<file path="src/rtl/rme_pkg.sv">
package rme_pkg;

    localparam int ADDR_W     = 32;
    localparam int LINE_BYTES = 32;
    localparam int OFF_W      = $clog2(LINE_BYTES);
    localparam int PAGE_OFF   = 12;
    localparam int LINE_W     = ADDR_W - OFF_W;

    typedef logic [ADDR_W-1:0] addr_t;
    typedef logic [LINE_W-1:0] line_t;

    typedef enum logic [2:0] {
        OP_CLEAN_LINE = 3'd0,
        OP_INV_LINE   = 3'd1,
        OP_FLUSH_LINE = 3'd2,
        OP_INV_ALL    = 3'd3,
        OP_SET_START  = 3'd4,
        OP_CLEAN_END  = 3'd5,
        OP_INV_END    = 3'd6,
        OP_NONE       = 3'd7
    } op_e;

    typedef struct packed {
        logic do_clean;
        logic do_inv;
    } mode_t;

    typedef struct packed {
        line_t first;
        line_t last;
        mode_t mode;
    } walk_t;

    typedef enum logic [1:0] {
        W_IDLE,
        W_WALK,
        W_WB,
        W_SWEEP
    } wstate_e;

    function automatic line_t line_of(addr_t a);
        return a[ADDR_W-1:OFF_W];
    endfunction

    function automatic logic same_page(addr_t a, addr_t b);
        return a[ADDR_W-1:PAGE_OFF] == b[ADDR_W-1:PAGE_OFF];
    endfunction

endpackage

</file>
<file path="src/rtl/rme_cmd_decode.sv">
module rme_cmd_decode
    import rme_pkg::*;
(
    input  logic        clk,
    input  logic        rst,
    input  logic        cmd_valid,
    input  logic [2:0]  cmd_op,
    input  addr_t       cmd_addr,
    input  logic        busy,
    output logic        launch,
    output walk_t       launch_req,
    output logic        sweep_go,
    output logic        empty_go,
    output logic        range_err
);

    addr_t             start_q;
    op_e               op;
    logic              accept;
    logic              err_now;
    logic [LINE_W:0]   first_ext;
    logic [LINE_W:0]   last_ext;

    assign op     = op_e'(cmd_op);
    assign accept = cmd_valid & ~busy;

    // first line whose first byte is not below the start address
    assign first_ext = {1'b0, line_of(start_q)}
                     + {{LINE_W{1'b0}}, |start_q[OFF_W-1:0]};
    assign last_ext  = {1'b0, line_of(cmd_addr)};

    always_comb begin
        launch          = 1'b0;
        sweep_go        = 1'b0;
        empty_go        = 1'b0;
        err_now         = 1'b0;
        launch_req.first = line_of(cmd_addr);
        launch_req.last  = line_of(cmd_addr);
        launch_req.mode  = '0;
        if (accept) begin
            unique case (op)
                OP_CLEAN_LINE: begin
                    launch = 1'b1;
                    launch_req.mode = '{do_clean: 1'b1, do_inv: 1'b0};
                end
                OP_INV_LINE: begin
                    launch = 1'b1;
                    launch_req.mode = '{do_clean: 1'b0, do_inv: 1'b1};
                end
                OP_FLUSH_LINE: begin
                    launch = 1'b1;
                    launch_req.mode = '{do_clean: 1'b1, do_inv: 1'b1};
                end
                OP_INV_ALL: begin
                    sweep_go = 1'b1;
                end
                OP_CLEAN_END, OP_INV_END: begin
                    launch_req.mode.do_clean = (op == OP_CLEAN_END);
                    launch_req.mode.do_inv   = (op == OP_INV_END);
                    launch_req.first         = first_ext[LINE_W-1:0];
                    if (!same_page(start_q, cmd_addr)) begin
                        err_now = 1'b1;
                    end else if (first_ext > last_ext) begin
                        empty_go = 1'b1;
                    end else begin
                        launch = 1'b1;
                    end
                end
                default: begin
                end
            endcase
        end
    end

    always_ff @(posedge clk) begin
        if (rst) begin
            start_q   <= '0;
            range_err <= 1'b0;
        end else begin
            range_err <= err_now;
            if (accept && op == OP_SET_START) begin
                start_q <= cmd_addr;
            end
        end
    end

endmodule

</file>
<file path="src/rtl/rme_tag_store.sv">
module rme_tag_store
    import rme_pkg::*;
#(
    parameter int SETS  = 64,
    parameter int IDX_W = $clog2(SETS)
) (
    input  logic             clk,
    input  logic             rst,
    input  logic             fill_en,
    input  line_t            fill_line,
    input  logic             fill_dirty,
    input  line_t            look_line,
    output logic             look_hit,
    output logic             look_dirty,
    input  logic             upd_en,
    input  logic             clr_valid,
    input  logic             clr_dirty,
    input  logic             sweep_en,
    input  logic [IDX_W-1:0] sweep_idx,
    input  line_t            probe_line,
    output logic             probe_hit,
    output logic             probe_dirty
);

    localparam int TAG_W = LINE_W - IDX_W;

    typedef logic [TAG_W-1:0] tag_t;

    logic valid_q [SETS];
    logic dirty_q [SETS];
    tag_t tag_q   [SETS];

    logic [IDX_W-1:0] fill_idx, look_idx, probe_idx;

    assign fill_idx  = fill_line[IDX_W-1:0];
    assign look_idx  = look_line[IDX_W-1:0];
    assign probe_idx = probe_line[IDX_W-1:0];

    always_ff @(posedge clk) begin
        if (rst) begin
            for (int i = 0; i < SETS; i++) begin
                valid_q[i] <= 1'b0;
                dirty_q[i] <= 1'b0;
                tag_q[i]   <= '0;
            end
        end else begin
            for (int i = 0; i < SETS; i++) begin
                if (sweep_en && sweep_idx == IDX_W'(i)) begin
                    valid_q[i] <= 1'b0;
                end else if (upd_en && look_idx == IDX_W'(i)) begin
                    if (clr_valid) valid_q[i] <= 1'b0;
                    if (clr_dirty) dirty_q[i] <= 1'b0;
                end else if (fill_en && fill_idx == IDX_W'(i)) begin
                    valid_q[i] <= 1'b1;
                    dirty_q[i] <= fill_dirty;
                    tag_q[i]   <= fill_line[LINE_W-1:IDX_W];
                end
            end
        end
    end

    assign look_hit    = valid_q[look_idx] && (tag_q[look_idx] == look_line[LINE_W-1:IDX_W]);
    assign look_dirty  = dirty_q[look_idx];
    assign probe_hit   = valid_q[probe_idx] && (tag_q[probe_idx] == probe_line[LINE_W-1:IDX_W]);
    assign probe_dirty = probe_hit & dirty_q[probe_idx];

endmodule

</file>
<file path="src/rtl/rme_walker.sv">
module rme_walker
    import rme_pkg::*;
#(
    parameter int SETS  = 64,
    parameter int IDX_W = $clog2(SETS)
) (
    input  logic             clk,
    input  logic             rst,
    input  logic             launch,
    input  walk_t            launch_req,
    input  logic             sweep_go,
    input  logic             empty_go,
    input  logic             look_hit,
    input  logic             look_dirty,
    input  logic             wb_ready,
    output line_t            look_line,
    output logic             busy,
    output logic             done,
    output logic             wb_valid,
    output logic             upd_en,
    output logic             clr_valid,
    output logic             clr_dirty,
    output logic             sweep_en,
    output logic [IDX_W-1:0] sweep_idx
);

    localparam logic [IDX_W-1:0] LAST_IDX = IDX_W'(SETS - 1);

    wstate_e          state_q;
    line_t            cur_q;
    line_t            last_q;
    mode_t            mode_q;
    logic [IDX_W-1:0] sidx_q;
    logic             need_wb;
    logic             at_last;

    assign need_wb   = look_hit & look_dirty & mode_q.do_clean;
    assign at_last   = (cur_q == last_q);
    assign look_line = cur_q;
    assign busy      = (state_q != W_IDLE);
    assign wb_valid  = (state_q == W_WB);
    assign sweep_en  = (state_q == W_SWEEP);
    assign sweep_idx = sidx_q;

    always_comb begin
        upd_en    = 1'b0;
        clr_valid = 1'b0;
        clr_dirty = 1'b0;
        unique case (state_q)
            W_WALK: begin
                if (look_hit && !need_wb && mode_q.do_inv) begin
                    upd_en    = 1'b1;
                    clr_valid = 1'b1;
                end
            end
            W_WB: begin
                if (wb_ready) begin
                    upd_en    = 1'b1;
                    clr_dirty = 1'b1;
                    clr_valid = mode_q.do_inv;
                end
            end
            default: begin
            end
        endcase
    end

    always_ff @(posedge clk) begin
        if (rst) begin
            state_q <= W_IDLE;
            cur_q   <= '0;
            last_q  <= '0;
            mode_q  <= '0;
            sidx_q  <= '0;
            done    <= 1'b0;
        end else begin
            done <= 1'b0;
            unique case (state_q)
                W_IDLE: begin
                    done <= empty_go;
                    if (launch) begin
                        state_q <= W_WALK;
                        cur_q   <= launch_req.first;
                        last_q  <= launch_req.last;
                        mode_q  <= launch_req.mode;
                    end else if (sweep_go) begin
                        state_q <= W_SWEEP;
                        sidx_q  <= '0;
                    end
                end
                W_WALK: begin
                    if (need_wb) begin
                        state_q <= W_WB;
                    end else if (at_last) begin
                        state_q <= W_IDLE;
                        done    <= 1'b1;
                    end else begin
                        cur_q <= cur_q + 1'b1;
                    end
                end
                W_WB: begin
                    if (wb_ready) begin
                        if (at_last) begin
                            state_q <= W_IDLE;
                            done    <= 1'b1;
                        end else begin
                            state_q <= W_WALK;
                            cur_q   <= cur_q + 1'b1;
                        end
                    end
                end
                W_SWEEP: begin
                    if (sidx_q == LAST_IDX) begin
                        state_q <= W_IDLE;
                        done    <= 1'b1;
                    end else begin
                        sidx_q <= sidx_q + 1'b1;
                    end
                end
                default: state_q <= W_IDLE;
            endcase
        end
    end

endmodule

</file>
<file path="src/rtl/range_maint_engine.sv">
module range_maint_engine
    import rme_pkg::*;
#(
    parameter int SETS = 64
) (
    input  logic        clk,
    input  logic        rst,
    input  logic        cmd_valid,
    input  logic [2:0]  cmd_op,
    input  logic [31:0] cmd_addr,
    output logic        busy,
    output logic        done,
    output logic        range_err,
    output logic        wb_valid,
    input  logic        wb_ready,
    output logic [31:0] wb_addr,
    input  logic        fill_en,
    input  logic [31:0] fill_addr,
    input  logic        fill_dirty,
    input  logic [31:0] probe_addr,
    output logic        probe_hit,
    output logic        probe_dirty
);

    localparam int IDX_W = $clog2(SETS);

    logic             launch, sweep_go, empty_go;
    walk_t            launch_req;
    line_t            look_line;
    logic             look_hit, look_dirty;
    logic             upd_en, clr_valid, clr_dirty;
    logic             sweep_en;
    logic [IDX_W-1:0] sweep_idx;

    rme_cmd_decode u_decode (
        .clk        (clk),
        .rst        (rst),
        .cmd_valid  (cmd_valid),
        .cmd_op     (cmd_op),
        .cmd_addr   (cmd_addr),
        .busy       (busy),
        .launch     (launch),
        .launch_req (launch_req),
        .sweep_go   (sweep_go),
        .empty_go   (empty_go),
        .range_err  (range_err)
    );

    rme_walker #(.SETS(SETS), .IDX_W(IDX_W)) u_walker (
        .clk        (clk),
        .rst        (rst),
        .launch     (launch),
        .launch_req (launch_req),
        .sweep_go   (sweep_go),
        .empty_go   (empty_go),
        .look_hit   (look_hit),
        .look_dirty (look_dirty),
        .wb_ready   (wb_ready),
        .look_line  (look_line),
        .busy       (busy),
        .done       (done),
        .wb_valid   (wb_valid),
        .upd_en     (upd_en),
        .clr_valid  (clr_valid),
        .clr_dirty  (clr_dirty),
        .sweep_en   (sweep_en),
        .sweep_idx  (sweep_idx)
    );

    rme_tag_store #(.SETS(SETS), .IDX_W(IDX_W)) u_store (
        .clk         (clk),
        .rst         (rst),
        .fill_en     (fill_en & ~busy),
        .fill_line   (line_of(fill_addr)),
        .fill_dirty  (fill_dirty),
        .look_line   (look_line),
        .look_hit    (look_hit),
        .look_dirty  (look_dirty),
        .upd_en      (upd_en),
        .clr_valid   (clr_valid),
        .clr_dirty   (clr_dirty),
        .sweep_en    (sweep_en),
        .sweep_idx   (sweep_idx),
        .probe_line  (line_of(probe_addr)),
        .probe_hit   (probe_hit),
        .probe_dirty (probe_dirty)
    );

    assign wb_addr = {look_line, {OFF_W{1'b0}}};

endmodule

</file>
<file path="config.mk">
export PLATFORM = sky130hd
export DESIGN_NAME = range_maint_engine
export DESIGN_NICKNAME = d
export VERILOG_FILES = /design/src/rtl/rme_pkg.sv /design/src/rtl/rme_cmd_decode.sv /design/src/rtl/rme_tag_store.sv /design/src/rtl/rme_walker.sv /design/src/rtl/range_maint_engine.sv
export SDC_FILE = /design/constraint.sdc
export NUM_CORES = 2
export LEC_CHECK = 0
export ABC_CLOCK_PERIOD_IN_PS = 12500
export BUFFER_PORTS_ARGS = -buffer_cell sky130_fd_sc_hd__buf_4
export CAP_MARGIN = 40
export CORE_MARGIN = 2
export CORE_UTILIZATION = 25
export CTS_CLUSTER_SIZE = 8
export DETAILED_ROUTE_END_ITERATION = 10
export PLACE_DENSITY_LB_ADDON = 0.15
export SLEW_MARGIN = 20
export SYNTH_ARGS = -nofsm -noshare
export SYNTH_HDL_FRONTEND = slang
export SYNTH_SLANG_ARGS = --single-unit
</file>
<file path="constraint.sdc">
create_clock -name clk -period 12.5 [get_ports clk]
set_input_delay 1.875 -clock clk [delete_from_list [all_inputs] [get_ports clk]]
set_output_delay 1.875 -clock clk [all_outputs]
set_load 0.01 [all_outputs]
</file>
==> impl_results.md <==
- Outcome: completed
- Vias: 60210
- Seq pwr share: 0.381
- Synth Cell Area: 84620 µm²
- Yosys warns: 0
- Input/output buffers: 127
- Register area share after synthesis: 0.5469
- Seq cells post-synth: 1576
- Final core utilization: 0.2894
- Hold Crit Class: reg -> reg
- Later-pin clock latency in the skew report: 930 ps
- Clk_skew: 133.8 ps
- Max-Cap Viols: 0
- Layout Area Growth over Synthesis: 15.20%
- Mapped Avg Cell Area: 14.23 µm²
- Fraction of layout cells with a size suffix above 1: 0.2685
- Clk root buf: clkbuf_16
- Cell internal pwr: 0.01096 W
- Largest stage delay, worst path: 630 ps
- Clock sinks: 1576
- Sequence of cells on the critical path: buf_8, buf_4, mux4_2, mux4_2, mux4_2, xor2_1, nor4_1, nand4_1, nor3_1, buf_4, and2_1, buf_4
- Sw frac: 0.3484
- Post-Route WL: 401.2 mm
- Core Area: 336900 µm²
- Clk pwr share: 0.330
- Post-CTS setup repair buffer count: 0
- Comb pwr share: 0.289
- Finished Layout Cells: 10590
- Post-DRT Antenna Nets: 0
- Pwr/cell area: 172.5 nW/µm²
- Fill cell count: 34030
- Clock buffer count from CTS: 225
- Setup TNS: 0 ps
- Worst-path clk slew: 50 ps
- Routed len/inst: 37.90 µm
- Yosys cell types: 96
- Vias/cell: 5.688
- Row cnt: 213
- Synth area leaders: edfxtp_1 52%, mux4_2 21%, nor2_1 2.8%
- F_max: 110.9 MHz
- CP startpoint kind: primary input
- Inst Count DP: 10300
- Antenna violations before repair: 21
- Hold_buf cts: 0
- Vias in the first global route: 59720
- CTS tree: built
- Max Slew Vio Count: 0
- Post-cts gate resize count: 0
- Leakage: 32.11 nW
- WP data required: 10620 ps
- Gpl congestion: 0.8750
- Die height: 585.8 µm
- Final Hold Viols: 0
- Sw power: 0.005859 W
- Clock Path Buffers: 4
- Tot GR Track Use: 0.2293
- Crit share post-route: 0.7214
- Drt initial violations: 7715
- H-tree levels: 4
- Drt drc: 0
- Total congestion overflow: 0
- Boundary Pins: 143
- Total Nets Final: 6168
- Initial Util: 0.2512
- Critical path type: in -> out
- Dpl hpwl: 257.4 mm
- Setup violators final: 0
- Synth area leader: edfxtp_1
- Gate count of the mapped netlist: 5947
- Pin count of the biggest net entering global routing: 127
- Final hold slack: 455.4 ps
- Worst Setup End Kind: primary output
- Unrepaired setup endpoints after global routing: false
- Primary FF master, synth: edfxtp_1
- Drt first pass iters: 6
- Crit-path max FO: 56
- Fin crit period: 9018 ps
- First-pass GRT wire length: 536.7 mm
- Post-synth ARST share: 0
- Slew Limit Headroom: 0.1888
- Full die area: 343200 µm²
- Worst VDD drop: 0.0001215 V
- Slew @ Worst Pin: 1217 ps
- Die span in x: 585.8 µm
- Critical Path AT: 7140 ps
- Synth top area share: 0.5223
- Number of synthesized flops with an enable pin: 1472
- Slowest stage cell, crit path: mux4_2
[layer usage]
layer	global-route usage	part of all wire	routed length, µm
met2	0.3620	0.46	184300
met4	0.08791	0.042	16900
met5	0.0008406	0.000067	27
met1	0.3156	0.43	170500
met3	0.03617	0.073	29430
[worst paths after layout]
| path | from | depth (start not counted) | slack, ps | end |
|---|---|---|---|---|
| hold reg to reg | u_decode.start_q[3] | 2 | 460 | u_decode.start_q[3] |
| hold / removal | u_decode.start_q[3] | 2 | 460 | u_decode.start_q[3] |
| setup / recovery | probe_addr[5] | 12 | 3480 | probe_dirty |
| setup reg to reg | register | 16 | 4280 | u_store.tag_q[7][18] |
[cell type report]
cell class                 instances  area, µm²  area share
antenna                           18      45.04   0.0004620
clock buffer                     249       5792     0.05941
clock inverter                     9      131.4    0.001348
inverter                         124      470.5    0.004826
multi-input combinational       3683      35430      0.3634
sequential                      1576      46300      0.4749
tap                             4515       5649     0.05795
timing repair buffer             412       3669     0.03763
[placed cells by master (no fill, tap or decap), types with 33 or more instances in the layout]
cell and count:
and3_1 35, mux4_2 804, nor3_1 414, nand4_1 42, nand2_1 382, inv_1 94
ha_1 40, clkbuf_16 226, edfxtp_1 1472, dfxtp_1 98, buf_4 351, a22oi_1 63
nor2_1 628, o22ai_1 41, xnor2_1 59, and2_1 33, mux2i_1 179, nand3_1 153
o21ai_0 87, xor2_1 51, a211oi_1 50, a21oi_1 124
[through the flow]
step / total power (W) / setup WS [ps] / area (µm²)
2_1_floorplan: 0.009027 / 4698 / 84640
3_5_place_dp: 0.01132 / 3501 / 91340
5_1_grt: 0.01725 / 3439 / 97490
4_1_cts: 0.01689 / 3500 / 97270
3_3_place_gp: 0.01125 / 3464 / 90750
6_report: 0.01682 / 3482 / 97490
[critical path: cells and delay by family]
kind,cells,cell delay [ps]
muxes,3,1770
and+or+nand+nor,4,1620
buffers and inverters,4,1530
xor gates and xnor gates,1,190
[power groups by stage]
stage | Combinational (W) | Sequential, W | Clock (W)
after floorplan | 0.00272 | 0.00631 | 0
after global placement | 0.00476 | 0.00650 | 0
after detailed placement | 0.00482 | 0.00650 | 0
after CTS | 0.00484 | 0.00640 | 0.00565
after global routing | 0.00500 | 0.00643 | 0.00581
final | 0.00486 | 0.00641 | 0.00555
[Yosys cell counts (all sizes together), types with 22 or more instances]
cell type  instances
a211oi            50
a21oi            125
a22oi             63
a31oi             22
and2              36
and3              35
buf              237
clkbuf           331
dfxtp            104
edfxtp          1472
ha                41
inv              120
mux2i            179
mux4             804
nand2            398
nand2b            28
nand3            154
nand4             42
nor2             632
nor2b             24
nor3             437
nor4              28
o2111ai           32
o21ai             96
o22ai             41
o311ai            29
o32ai             22
or3               30
xnor2             59
xor2              51
[state kept, by name, summed over array words and instances (netlist names), named ones only]
name                flops
u_store.tag_q        1344
u_store.dirty_q        64
u_store.valid_q        64
u_decode.start_q       32
u_walker.last_q        27
u_walker.look_line     27
u_walker.sweep_idx      6
u_walker.mode_q         2
u_walker.state_q        2
u_decode.range_err      1
u_walker.done           1
[kinds of logic (layout without fill, tap and decap cells)]
kind of cell    after synthesis  after routing  share of synthesized area
fa+ha+maj                    41             41                   0.006062
buf+inv                     692            794                    0.03748
xor+xnor                    110            110                    0.01138
flops                      1576           1576                     0.5469
mux                         991            991                     0.2362
simple gates               1894           1894                     0.1041
compound gates              642            642                    0.05774
other cells                   1             23                 0.00004431
No activity file was read; power rests on OpenSTA's default activity.
